File: config.mk
export PLATFORM = sky130hd
export DESIGN_NAME = cyclic_addr_gen
export DESIGN_NICKNAME = d
export VERILOG_FILES = /design/src/rtl/cyclic_addr_gen.sv
export SDC_FILE = /design/constraint.sdc
export NUM_CORES = 1
export LEC_CHECK = 0
export BUFFER_PORTS_ARGS = -buffer_cell sky130_fd_sc_hd__clkbuf_2
export CAP_MARGIN = 10
export CORE_ASPECT_RATIO = 2
export CORE_UTILIZATION = 50
export CTS_BUF_LIST = sky130_fd_sc_hd__clkbuf_8
export DETAILED_ROUTE_END_ITERATION = 8
export PLACE_DENSITY = 0.73
export SETUP_SLACK_MARGIN = 0.02
export SLEW_MARGIN = 20
export SYNTH_ARGS = -nofsm -noshare
export SYNTH_HDL_FRONTEND = slang
export SYNTH_SLANG_ARGS = --single-unit
File: constraint.sdc
create_clock -name clk -period 4.2 [get_ports clk]
set_clock_uncertainty 0.2 [all_clocks]
set_input_delay 0.42 -clock clk [delete_from_list [all_inputs] [get_ports clk]]
set_output_delay 0.42 -clock clk [all_outputs]
set_load 0.01 [all_outputs]
File: src/rtl/cyclic_addr_gen.sv
module cyclic_addr_gen #(
  parameter int AW  = 32,
  parameter int PSW = 16,
  parameter int NPW = 8,
  parameter int CW  = 25,
  parameter int CHW = 4,
  parameter int WB  = 4
) (
  input  logic           clk,
  input  logic           rst_n,
  input  logic           start_i,
  input  logic           adv_i,
  input  logic [AW-1:0]  cfg_base_i,
  input  logic [PSW-1:0] cfg_psize_i,
  input  logic [NPW-1:0] cfg_nper_i,
  input  logic [PSW-1:0] cfg_choff_i,
  input  logic [CHW-1:0] cfg_nch_i,
  input  logic           cfg_split_i,
  output logic           active_o,
  output logic [AW-1:0]  addr_o,
  output logic           period_done_o,
  output logic           buffer_done_o,
  output logic [CW-1:0]  byte_cnt_o
);

  localparam logic [PSW:0] STEP = (PSW+1)'(WB);

  logic           active_q, split_q, pdone_q, bdone_q;
  logic [PSW-1:0] psize_q, choff_q;
  logic [NPW-1:0] nper_q, pidx_q;
  logic [CHW-1:0] nch_q, ch_q;
  logic [PSW:0]   pbytes_q, chbase_q, rnd_q;
  logic [AW-1:0]  pstart_q;
  logic [CW-1:0]  cnt_q;

  wire            take      = active_q & adv_i;
  wire            go        = start_i & ~active_q & (cfg_psize_i != '0) & (cfg_nper_i != '0);
  wire [PSW:0]    pbytes_nx = pbytes_q + STEP;
  wire            last_word = pbytes_nx >= {1'b0, psize_q};
  wire            last_per  = ({1'b0, pidx_q} + 1'b1) >= {1'b0, nper_q};
  wire            last_ch   = ({1'b0, ch_q} + 1'b1) >= {1'b0, nch_q};
  wire [PSW:0]    offs      = split_q ? (chbase_q + rnd_q) : pbytes_q;

  assign addr_o        = pstart_q + AW'(offs);
  assign active_o      = active_q;
  assign period_done_o = pdone_q;
  assign buffer_done_o = bdone_q;
  assign byte_cnt_o    = cnt_q;

  always_ff @(posedge clk) begin
    if (!rst_n) begin
      active_q <= 1'b0;
      split_q  <= 1'b0;
      pdone_q  <= 1'b0;
      bdone_q  <= 1'b0;
      psize_q  <= '0;
      choff_q  <= '0;
      nper_q   <= '0;
      pidx_q   <= '0;
      nch_q    <= '0;
      ch_q     <= '0;
      pbytes_q <= '0;
      chbase_q <= '0;
      rnd_q    <= '0;
      pstart_q <= '0;
      cnt_q    <= '0;
    end else begin
      pdone_q <= 1'b0;
      bdone_q <= 1'b0;
      if (go) begin
        active_q <= 1'b1;
        split_q  <= cfg_split_i;
        psize_q  <= cfg_psize_i;
        choff_q  <= cfg_choff_i;
        nper_q   <= cfg_nper_i;
        nch_q    <= cfg_nch_i;
        pstart_q <= cfg_base_i;
        pidx_q   <= '0;
        ch_q     <= '0;
        pbytes_q <= '0;
        chbase_q <= '0;
        rnd_q    <= '0;
        cnt_q    <= '0;
      end else if (take) begin
        if (last_word) begin
          pbytes_q <= '0;
          ch_q     <= '0;
          chbase_q <= '0;
          rnd_q    <= '0;
          pdone_q  <= 1'b1;
          if (last_per) begin
            pidx_q   <= '0;
            pstart_q <= cfg_base_i;
            bdone_q  <= 1'b1;
            cnt_q    <= '0;
          end else begin
            pidx_q   <= pidx_q + 1'b1;
            pstart_q <= pstart_q + AW'(psize_q);
            cnt_q    <= cnt_q + CW'(WB);
          end
        end else begin
          pbytes_q <= pbytes_nx;
          cnt_q    <= cnt_q + CW'(WB);
          if (last_ch) begin
            ch_q     <= '0;
            chbase_q <= '0;
            rnd_q    <= rnd_q + STEP;
          end else begin
            ch_q     <= ch_q + 1'b1;
            chbase_q <= chbase_q + {1'b0, choff_q};
          end
        end
      end
    end
  end

endmodule

; ---- After elaboration in Yosys (flattened, before gate mapping)
; Cells that the tools add are included.
[totals]
romBits = 0
output_inout_bits = 60
register_bits = 168
mem_bits_rw = 0
wordCells = 65
n_memories = 0
latchBits = 0
[op_classes]
add_sub_neg = 11
eq_ne = 0
magnitude_cmp = 3
shift = 0
n_mul = 0
n_div = 0
bitwise = 8
reduce_logical = 11
mux = 17
[op_table]
columns = cell, n
row1 = $mux W32, 4
row2 = $mux W17, 6
row3 = $mux W25, 2
row4 = $add A17 B3 Y17 const B, 2
row5 = $add A32 B16 Y32, 1
row6 = $add A32 B17 Y32, 1
row7 = $add A25 B3 Y25 const B, 1
row8 = $add A17 B16 Y17, 1
row9 = $add A17 B17 Y17, 1
row10 = $ge A17 B16 Y1, 1
row11 = $reduce_bool A16 Y1, 1
row12 = $add A8 B1 Y9 const B, 1
row13 = $ge A9 B8 Y1, 1
row14 = $add A8 B1 Y8 const B, 1
row15 = $mux W4, 2
row16 = $mux W8, 1
row17 = $reduce_bool A8 Y1, 1
row18 = $reduce_and A2 Y1, 3
row19 = $reduce_bool A2 Y1, 3
row20 = $add A4 B1 Y5 const B, 1
row21 = $ge A5 B4 Y1, 1
row22 = $add A4 B1 Y4 const B, 1
row23 = $and A1 B1 Y1, 4
row24 = $not A1 Y1, 4
row25 = other kinds (4), 5

; ---- Logic depth before layout (Yosys ltp)
; Gate-level depths: netlist (run 1).
[logic_depth]
word_depth = 6
ltp_mapped = 19
mapped_depth_nobuf = 19

; ---- Least setup slack after synthesis (run 1)
; Ideal clock, no wire load.
[synth_timing]
kind = register to output
start = reg chbase_q[3]
end = out addr_o[23]
path_slack_ns = -0.448
path_stages_with_launch = 17
t_arrival_ns = 4.028
path_cell_list = dfxtp_1 -> ha_1 -> a21o_1 -> a21oi_1 -> o21ai_0 -> o21a_1 -> and2_1 -> nor2_1 -> xnor2_1 -> mux2_2 -> ha_1 -> and3_1 -> a221o_1 -> o311a_1 -> o41ai_2 -> nor3_1 -> xor2_1
[synth_via]
elab_chain_len = 3
[synth_lines]
columns = element, line_no
row1 = start: declaration, 32  ; logic [PSW:0] pbytes_q, chbase_q, rnd_q;
row2 = start signal: assignment, 110  ; chbase_q <= chbase_q + {1'b0, choff_q};
row3 = $add A17 B17 Y17, 42  ; wire [PSW:0] offs = split_q ? (chbase_q + rnd_q) : pbytes_q;
row4 = $mux W17, 42
row5 = $add A32 B17 Y32, 44  ; assign addr_o = pstart_q + AW'(offs);
row6 = end: declaration, 20  ; output logic [AW-1:0] addr_o,
; No other way between the ends.

; ---- Worst setup path after layout (run 1)
[layout_timing]
start = reg rnd_q[3]
end = out addr_o[29]
[layout_via]
elab_chain_len = 3
[layout_lines]
columns = element, line_no
row1 = start: declaration, 32
row2 = start signal: assignment, 107  ; rnd_q <= rnd_q + STEP;
row3 = $add A17 B17 Y17, 42
row4 = $mux W17, 42
row5 = $add A32 B17 Y32, 44
; No other way between the ends.

==> results of run 1 <==
==> flip-flops by register name, indices dropped and copies added (netlist names), 4 cells and up <==
register / cells
pstart_q: 32
byte_cnt_o: 23
chbase_q: 17
choff_q: 16
psize_q: 16
pbytes_q: 15
rnd_q: 15
nper_q: 8
pidx_q: 8
ch_q: 4
nch_q: 4
==> through the flow <==
step | hold slack, ps | utilization (%)
detailed placement | 244 | 59.4
CTS | 5.76 | 64.6
finish | 32.6 | 65.6
floorplan | 232 | -
global route | 14.5 | 65.6
global placement | 238 | 59.4
==> critical path, stage by stage, from the launching register on <==
cell and delay, ps:
dfxtp_2 340, ha_4 230, a21o_1 190, a21oi_4 170
o21ai_2 100, a21o_1 180, o41a_1 410, buf_4 160
a21o_1 200, a21oi_2 130, xor2_1 170, mux2i_1 100
ha_2 400, nor3_2 60, nor2_2 130, o41ai_4 110
clkbuf_16 190, nor3_4 200, xor2_1 180, buf_2 160
==> logic make-up after synthesis <==
logic type / Yosys count / synth area share [%]
and+or+nand+nor: 528 / 23.1
AOI/OAI and AO/OA: 369 / 21.3
DFF: 162 / 29.9
other: 1 / 0.0345
xor gates and xnor gates: 106 / 8.55
adders and majority gates: 97 / 11.4
muxes: 11 / 1.08
buffers and inverters: 124 / 4.61
==> repair_timing <==
| action | CTS | global route |
|---|---|---|
| setup endpoints to repair | 48 | 85 |
| resized for setup | 29 | 59 |
| pin swaps | 18 | 18 |
| hold buffers | 58 | 0 |
| buffers inserted | 6 | 3 |
| endpoints found under the hold margin | 58 | 0 |
==> placed cells by master (no fill, tap or decap), types with 7 or more instances in the layout <==
cell type	count
nand3b_1	16
inv_1	54
o21bai_1	9
a22oi_1	21
nand4_1	15
xnor2_1	57
dfxtp_1	157
nor2b_1	9
dlygate4sd3_1	58
nand2b_1	9
nor3_1	15
buf_4	100
clkbuf_2	117
a21oi_1	135
or3_1	10
o21ai_1	8
buf_2	21
ha_1	87
nor2_1	125
nor4_1	12
and3_1	28
o21ai_0	74
a311oi_1	7
a21o_1	27
and2_1	15
nand3_1	38
clkbuf_8	18
a31oi_1	7
xor2_1	44
nand2_1	183
o21a_1	12
==> how the worst max path moves through the flow <==
stage	slack [ps]	to	from	cells past startpoint
finish	-740	addr_o[29]	rnd_q[3]	19
global route	-930	addr_o[29]	rnd_q[3]	18
CTS	-790	addr_o[27]	rnd_q[3]	19
detailed placement	-250	pstart_q[12]	pbytes_q[2]	16
global placement	-220	addr_o[29]	rnd_q[3]	19
floorplan	-60	addr_o[25]	rnd_q[3]	15
==> power breakdown <==
group | internal [mW] | switching [mW] | total [mW]
Clock | 0.540 | 0.618 | 1.16
Combinational | 0.358 | 0.470 | 0.828
Sequential | 1.60 | 0.0879 | 1.69
==> per-layer routing <==
layer / part of all wire [%] / wire (µm) / vias up
met1: 36 / 11700 / 5197
met2: 55 / 18200 / 285
met5: 0 / 0 / -
met4: 6.2 / 2050 / 0
met3: 3.0 / 979 / 110
li1: - / - / 5433
==> area by class of cell <==
type,instances,area share (%)
Tap cell,269,2.43
Timing Repair Buffer,305,15.8
Inverter,54,1.46
Sequential cell,162,23.5
Multi-Input combinational cell,1113,54.0
Clock buffer,18,1.79
Clock inverter,14,0.994
==> summary.md, run 1 <==
| Metric | Value |
|---|---|
| Worst reg2reg setup slack | `160 ps` |
| Post-synthesis cell type count | `77` |
| Die Span X | `106 µm` |
| Clock Tree Buf Depth | `2` |
| WS Path Type | `register to output pin` |
| Pwr dens | `265 nW/µm²` |
| FF-to-FF path depth | `18` |
| Max Freq | `202 MHz` |
| Top cell type's share of synthesized area | `29.9%` |
| Worst slew pin tran | `659 ps` |
| Total power draw | `3.67 mW` |
| Vias per inst | `5.70` |
| Leak Pwr | `6.19 nW` |
| Hold path start | `cfg_base_i[4]` |
| Max-cap violations | `0` |
| Layout cells sized above 1 | `22.3%` |
| Final net count | `1,831` |
| Wire per inst | `17.0 µm` |
| Initial antenna violation count | `0` |
| Core ar. | `21,100 µm²` |
| Number of fill cells | `1,860` |
| Slew headroom | `55.8%` |
| Area after DPL | `12,500 µm²` |
| Global Route met2 Usage | `58.3%` |
| Required time worst endpoint | `3580 ps` |
| CTS sink count | `162` |
| Hold-critical path depth | `3` |
| Crit path DAT | `4320 ps` |
| Syn Area/Cell | `7.77 µm²` |
| TritonCTS Buffers | `17` |
| Commonest cells post-synth | `nand2_1, dfxtp_1, a21oi_1, nor2_1, ha_1` |
| Final HPWL DP | `24,500 µm` |
| Slew Limit Fails | `0` |
| Met3 Use GR | `4.14%` |
| Final WS setup | `-742 ps` |
| Fin crit period | `4940 ps` |
| # placed instances | `1,838` |
| GRT Util Overall | `30.1%` |
| Multi-input logic area | `7470 µm²` |
| Ports | `141` |
| Row cnt | `75` |
| R2r startpoint | `pbytes_q[2]` |
| Syn. warnings | `0` |
| Flops & latches, synth | `162` |
| Worst r2r dst | `pstart_q[7]` |
| Worst-Skew Late Latency | `500 ps` |
| Sequential area share after synthesis | `29.9%` |
| Fin area | `13,800 µm²` |
| Post-route ant nets | `0` |
| DRC violations left | `0` |
| Via Count | `11.0k` |
| Crit. End Element | `output pin` |
| Antenna diode count | `0` |
| Crit start category | `register` |
| Netlist Area Pre-Place | `10,900 µm²` |
| Ys async rst share | `0%` |
| Met1 global-route usage | `28.3%` |
| Largest net degree at the start of global routing | `56` |
| H-tree Lvls | `4` |
| Via count of the first global-routing pass | `11.0k` |
| Reg clk slew, reported paths | `80 ps` |
| Worst hold path class | `input port to register` |
| Pre-CTS setup slack | `-255 ps` |
| Drt pass-1 iters | `5` |
| Grt ovf | `0` |
| Initial drt markers | `586` |
| Starting density of the core | `51.4%` |
| Post-synth EDFFs | `0` |
| Hold EP | `pstart_q[4]` |
| Top post-synthesis cells by area | `dfxtp_1, ha_1, nand2_1` |
| Routed WL | `32,900 µm` |
| Gate Count Post-Synth | `1,398` |
| P&R area growth vs syn | `27.5%` |
| Global-route wire length before repair | `52,700 µm` |
| Failing checks | `negative setup slack` |
| Root Buffer | `clkbuf_8` |
| Final setup viols | `20` |
| Fin. Hold Viols | `0` |
| FF/Latch Area | `3250 µm²` |
| Crit Path Max Fanout | `8` |
| CTS tree | `done` |
| Busiest grt layer | `met2` |
| Fin crit share | `118%` |
| DIE AREA | `22,300 µm²` |
| Primary FF master, synth | `dfxtp_1` |
| Outcome | `complete, but fails checks` |
| Gpl congestion | `0.994` |
| Maximum vdd ir drop | `0.000208 V` |
| Die H | `210 µm` |
| Synth area leader | `dfxtp_1` |
| Most common cell in the netlist | `nand2_1` |
| Port bufs | `138` |
| Finished Layout Cells | `1,935` |
| RSZ-0062 raised after global routing | `yes` |
| Post-route setup TNS | `-11,510 ps` |
Power figures use the tool's default switching activity.
==> run 2, diff against run 1 <==
Settings changed: CORE_MARGIN from default to 3.
==> run 2 against run 1 <==
The run still ends with negative setup slack left. Sequential share of layout area down 0.47 points. Non-clock buffer count up 17. Power up 6.3%. Global-route usage down 1.5 points. Critical path depth up 2. Final cell count up 0.93%. Die area up 5.7%. Critical endpoint is now addr_o[28]. Largest power group unchanged. Highest routed layer unchanged.
==> summary.md, run 2 (synthesized netlist as in run 1, its figures left out) <==
| Metric | Value |
|---|---|
| Outcome | `complete, but fails checks` |
| Failing checks | `negative setup slack` |
| Crit path top cell by count | `a21o_1` |
| Fin. Hold Viols | `0 (unchanged)` |
| Biggest register | `pstart_q` |
| Final net count | `1,848 (+0.93%)` |
| Area after DPL | `12,600 µm² (+0.72%)` |
| Routed WL | `33,300 µm (+1.0%)` |
| Buf/Inv on CP | `4 (+1)` |
| Row cnt | `75 (unchanged)` |
| Most frequent cells in the layout | `nand2_1, dfxtp_1, a21oi_1` |
| Via count of the first global-routing pass | `11.3k (+2.0%)` |
| TritonCTS Buffers | `17 (unchanged)` |
| Fin crit share | `117% (-0.24 points)` |
| Wire per inst | `17.0 µm (+0.11%)` |
| Global-route wire length before repair | `53,400 µm (+1.4%)` |
| DRC violations left | `0 (unchanged)` |
| Final HPWL DP | `24,800 µm (+1.1%)` |
| Maximum vdd ir drop | `0.000375 V (+81%)` |
| Busiest grt layer | `met2` |
| Required time worst endpoint | `3580 ps (about the same)` |
| Leak Pwr | `6.34 nW (+2.3%)` |
| Final WS setup | `-732 ps (+10.3 ps)` |
| P&R area growth vs syn | `30.0%` |
| GRT Util Overall | `28.6% (-1.5 points)` |
| Most common cell after layout, fill and taps aside | `nand2_1` |
| Via Count | `11.2k (+1.5%)` |
| Drt pass-1 iters | `6 (+1)` |
| RSZ-0062 raised after global routing | `yes` |
| Crit start category | `register` |
| Fin area | `14,100 µm² (+1.9%)` |
| Crit. End Element | `output pin` |
| Grt ovf | `0 (unchanged)` |
| Worst hold path class | `input port to register` |
| CTS sink count | `162 (unchanged)` |
| Gpl congestion | `0.941 (-5.3%)` |
| Vias per inst | `5.73 (+0.55%)` |
| Slowest stage delay, CP | `360 ps (-50 ps)` |
| Die H | `214 µm (+1.9%)` |
| Port bufs | `138 (unchanged)` |
| Worst slew pin tran | `734 ps (+75.2 ps)` |
| Reg clk slew, reported paths | `80 ps (about the same)` |
| Initial drt markers | `902 (+54%)` |
| CTS tree | `done` |
| Number of flip-flops in the largest register | `32 (unchanged)` |
| WS Path Type | `register to output pin` |
| Final setup viols | `20 (unchanged)` |
| Largest net degree at the start of global routing | `56 (unchanged)` |
| Post-route ant nets | `0 (unchanged)` |
| Ports | `141 (unchanged)` |
| Worst-Skew Late Latency | `490 ps (about the same)` |
| CP max-delay cell | `o41a_1` |
| Die Span X | `110 µm (+3.8%)` |
| Met3 Use GR | `5.54% (+1.4 points)` |
| Pwr dens | `277 nW/µm² (+4.3%)` |
| DIE AREA | `23,600 µm² (+5.7%)` |
| Fin crit period | `4930 ps (-10.3 ps)` |
| Initial antenna violation count | `0 (unchanged)` |
| Starting density of the core | `51.2% (-0.23 points)` |
| Total power draw | `3.91 mW (+6.3%)` |
| Root Buffer | `clkbuf_8` |
| Met1 global-route usage | `27.4% (-0.90 points)` |
| Top delay family on crit path | `compound AO/OA/AOI/OAI gates` |
| CP Cell Sequence | `ha_4, a21o_1, a21oi_2, o21ai_2, a21o_1, o41a_1, buf_4, a21o_1, xor2_1, nand2_1, o21ai_1, ha_1, and2_4, buf_6, nand3_2, o2111ai_2, a21o_1, buf_12, nand4_1, xnor2_1, buf_2` |
| Global Route met2 Usage | `52.3% (-6.0 points)` |
| Clock Tree Buf Depth | `2 (unchanged)` |
| Slew headroom | `50.6% (-5.2 points)` |
| Max-cap violations | `0 (unchanged)` |
| Number of fill cells | `1,801 (-3.2%)` |
| Crit Path Max Fanout | `7 (-1)` |
| H-tree Lvls | `4 (unchanged)` |
| Crit path DAT | `4310 ps (about the same)` |
| Max Freq | `203 MHz (+0.21%)` |
| Layout cells sized above 1 | `23.1% (+0.79 points)` |
| Slew Limit Fails | `0 (unchanged)` |
| Core ar. | `21,200 µm² (+0.44%)` |
-- run 2: cell count changes in the layout (fill, tap and decap cells not counted), sizes merged --
| cell | change |
|---|---|
| clkinv | -3 |
| bufinv | +4 |
| diode | +1 |
| dlygate4sd3 | -2 |
| buf | +16 |
| clkbuf | +2 |
-- run 2: per-layer routing --
metal | wire length (µm) | vias to the layer above
li1 | - | 5487
met1 | 11600 | 5224
met2 | 17800 | 336
met3 | 1350 | 142
met4 | 2560 | 0
met5 | 0 | -
-- run 2: path summary, 6_finish.rpt --
path / start / to / slack [ps] / depth (start not counted)
setup reg to reg: pbytes_q[2] / pstart_q[27] / 180 / 19
setup / recovery: chbase_q[3] / addr_o[28] / -730 / 21
hold / removal: cfg_psize_i[8] / psize_q[8] / 20 / 3
hold reg to reg: pbytes_q[12] / pbytes_q[12] / 260 / 2
-- run 2: power by group --
part	switching (mW)	internal, mW
registers	0.0878	1.60
clock network	0.619	0.763
logic	0.471	0.365
total	1.18	2.73
-- run 2: cell type report --
type | count | area, µm² | area share [%]
Timing Repair Buffer | 322 | 2330 | 16.5
Tap cell | 269 | 337 | 2.39
Clock inverter | 15 | 238 | 1.68
Antenna cell | 1 | 2.50 | 0.0177
Inverter | 54 | 203 | 1.44
Multi-Input combinational cell | 1113 | 7520 | 53.3
Sequential cell | 162 | 3250 | 23.0
Clock buffer | 17 | 234 | 1.66
-- run 2: repair_timing --
action                                  4_1_cts  5_1_grt
hold endpoints to repair                     56        0
gates cloned                                  0        0
pin swaps                                    31       39
setup buffers                                12        4
endpoints found under the setup margin       31       77
hold buffers                                 56        0
resized for setup                            28       66
-- run 2: stage by stage --
step	hold WS (ps)	util [%]	cells	TNS, ps	setup WS [ps]
floorplan	232	-	1399	-345	-60.6
global placement	239	59.5	1850	-5940	-468
detailed placement	243	59.5	1850	-7250	-481
CTS	14.0	65.4	1950	-14130	-813
global route	11.2	66.5	1952	-15830	-951
finish	24.9	66.5	1953	-11360	-732
-- run 2: worst min-delay path: cells and delay by family --
family / cells / cell delay, ps
buf+inv: 1 / 110
compound gates: 1 / 60
simple gates: 1 / 60
==> run 3, diff against run 2 <==
Settings changed: SETUP_SLACK_MARGIN 0.02 to 0.15.
==> run 3 against run 2 <==
The run still ends with negative setup slack left. Sequential power hardly changed. Non-clock buffer count is 10 higher. Critical path depth stayed put. Final cell count is 0.46% higher. Core utilization is 1.1 points higher. Sequential cell count stayed put. Critical endpoint is now addr_o[29]. Final area is 1.6% higher. Setup slack worse by 180 ps. Clock-buffer cell count is 1 higher.
==> summary.md, run 3 (synthesized netlist as in run 1, its figures left out) <==
| Metric | Value |
|---|---|
| Outcome | `complete, but fails checks` |
| Failing checks | `negative setup slack` |
| Drt pass-1 iters | `6 (unchanged)` |
| Vias per inst | `5.73 (about the same)` |
| Core ar. | `21,200 µm² (unchanged)` |
| Fin area | `14,300 µm² (+1.6%)` |
| Via Count | `11.2k (+0.42%)` |
| Crit. End Element | `output pin` |
| Number of fill cells | `1,768 (-1.8%)` |
| Initial antenna violation count | `0 (unchanged)` |
| Layout cells sized above 1 | `24.8% (+1.8 points)` |
| Routed WL | `34,400 µm (+3.4%)` |
| FF/Latch Area | `3250 µm² (about the same)` |
| Final net count | `1,858 (+0.54%)` |
| Max-cap violations | `0 (unchanged)` |
| Row cnt | `75 (unchanged)` |
| Via count of the first global-routing pass | `11.0k (-2.1%)` |
| CTS tree | `done` |
| Slew headroom | `35.2% (-15 points)` |
| Final setup viols | `20 (unchanged)` |
| Hold-critical path depth | `3 (unchanged)` |
| P&R area growth vs syn | `32.0%` |
| Grt ovf | `0 (unchanged)` |
| Pre-CTS setup slack | `-521 ps (-39.8 ps)` |
| Multi-input logic area | `7630 µm² (+1.5%)` |
| Port bufs | `138 (unchanged)` |
| Final Util | `67.6% (+1.1 points)` |
| H-tree Lvls | `4 (unchanged)` |
| Worst slew pin tran | `960 ps (+226 ps)` |
| CTS sink count | `162 (unchanged)` |
| Clock Tree Buf Depth | `2 (unchanged)` |
| Max Freq | `196 MHz (-3.5%)` |
| Most frequent cells in the layout | `nand2_1, dfxtp_1, a21oi_1` |
| Wire per inst | `17.5 µm (+2.9%)` |
| Crit Path Max Fanout | `8 (+1)` |
| FF-to-FF path depth | `18 (-1)` |
| Crit path DAT | `4490 ps (+180 ps)` |
| Slew Limit Fails | `0 (unchanged)` |
| GRT Util Overall | `28.3% (-0.27 points)` |
| Root Buffer | `clkbuf_8` |
| Internal power | `2.64 mW (-3.1%)` |
| Fin crit period | `5110 ps (+178 ps)` |
| Final WS setup | `-910 ps (-178 ps)` |
| Clock power share | `33.4% (-2.0 points)` |
| Biggest register | `pstart_q` |
| Crit start category | `register` |
| Global-route wire length before repair | `52,900 µm (-0.97%)` |
| RSZ-0062 raised after global routing | `yes` |
| Die Span X | `110 µm (unchanged)` |
| Register share of total power | `43.9% (+0.7 points)` |
| Gpl congestion | `0.898 (-4.6%)` |
| Worst hold path class | `input port to register` |
| Antenna diode count | `0 (-1)` |
| WHS | `29.6 ps (+4.73 ps)` |
| TritonCTS Buffers | `17 (unchanged)` |
| Comb power frac | `22.7% (+1.3 points)` |
| Leak Pwr | `6.48 nW (+2.2%)` |
| Starting density of the core | `51.2% (unchanged)` |
| Post-route ant nets | `0 (unchanged)` |
| Ports | `141 (unchanged)` |
| Pwr dens | `268 nW/µm² (-3.3%)` |
| Reg clk slew, reported paths | `80 ps (about the same)` |
| Initial drt markers | `880 (-2.4%)` |
| Die H | `214 µm (unchanged)` |
| Maximum vdd ir drop | `0.000252 V (-33%)` |
| Fin. Hold Viols | `0 (unchanged)` |
| Final HPWL DP | `24,900 µm (+0.29%)` |
| Largest net degree at the start of global routing | `45 (-20%)` |
| Required time worst endpoint | `3580 ps (about the same)` |
| WS Path Type | `register to output pin` |
| Number of flip-flops in the largest register | `32 (unchanged)` |
| Area after DPL | `12,600 µm² (unchanged)` |
| Sw Ratio | `31.1% (+1.0 points)` |
| # placed instances | `1,849 (-0.054%)` |
| NetSw | `1.20 mW (+1.5%)` |
| DRC violations left | `0 (unchanged)` |
| Finished Layout Cells | `1,962 (+0.46%)` |
| Fin crit share | `122% (+4.2 points)` |
| Most common cell after layout, fill and taps aside | `nand2_1` |
| DIE AREA | `23,600 µm² (unchanged)` |
| Worst-Skew Late Latency | `500 ps (about the same)` |
## run 3: cell count changes in the layout (fill, tap and decap cells not counted), moves of 3 or more
| cell | before | now |
|---|---|---|
| nor4_2 | 0 | 3 |
| buf_6 | 5 | 10 |
| nor2_1 | 123 | 117 |
| nand2_1 | 183 | 179 |
| xnor2_1 | 59 | 51 |
| buf_2 | 17 | 23 |
| nor2_2 | 5 | 10 |
| xnor2_2 | 2 | 10 |
| clkbuf_2 | 121 | 115 |
## run 3: per-layer routing
layer / GRT usage [%] / vias to the layer above / wire length, µm
met5: 0 / - / 0
met4: 18.1 / 0 / 2560
met3: 5.30 / 136 / 1350
met2: 53.3 / 335 / 18600
met1: 26.6 / 5258 / 11900
li1: - / 5507 / -
## run 3: critical path, stage by stage (launching register included)
cell,delay (ps)
dfxtp_2,340
ha_4,230
a21o_1,170
a21oi_2,180
o21ai_2,90
a21o_1,210
o41a_1,410
buf_4,150
a21o_1,180
a21oi_2,130
xor2_1,170
mux2i_1,110
ha_1,400
buf_4,160
buf_6,110
nor3_4,40
nor2_2,150
o41ai_4,110
buf_12,170
nor3_4,140
xor2_1,180
buf_2,150
## run 3: final timing paths
kind / end / slack (ps) / startpoint
min reg2reg: pbytes_q[15] / 250 / pbytes_q[15]
max: addr_o[29] / -910 / rnd_q[3]
max reg2reg: rnd_q[14] / 260 / pbytes_q[2]
min: pstart_q[9] / 30 / cfg_base_i[9]
## run 3: timing repair
action | in CTS | in global routing
buffers inserted | 11 | 12
resized for setup | 60 | 72
setup endpoints to repair | 49 | 107
hold endpoints to repair | 57 | 0
pin swaps | 30 | 32
cloned | 0 | 1
hold buffers | 57 | 0
## run 3: layout make-up
| type | count | share of cell area, % |
|---|---|---|
| timing repair buffer | 332 | 17.3 |
| sequential | 162 | 22.7 |
| multi-input combinational | 1113 | 53.2 |
| clock buffer | 18 | 1.73 |
| clock inverter | 14 | 1.32 |
| tap | 269 | 2.35 |
| inverter | 54 | 1.41 |
## run 3: stage by stage
stage,TNS [ps],power (mW)
floorplan,-345,2.18
global placement,-6000,2.47
detailed placement,-6920,2.48
CTS,-12030,3.81
global route,-18460,4.01
finish,-14550,3.84
## run 3: power by group through the flow
stage | Clock [mW] | Sequential (mW) | Combinational (mW)
after floorplan | 0 | 1.68 | 0.502
after global placement | 0 | 1.72 | 0.752
after detailed placement | 0 | 1.72 | 0.766
after CTS | 1.30 | 1.68 | 0.826
after global routing | 1.36 | 1.69 | 0.954
final | 1.28 | 1.69 | 0.872
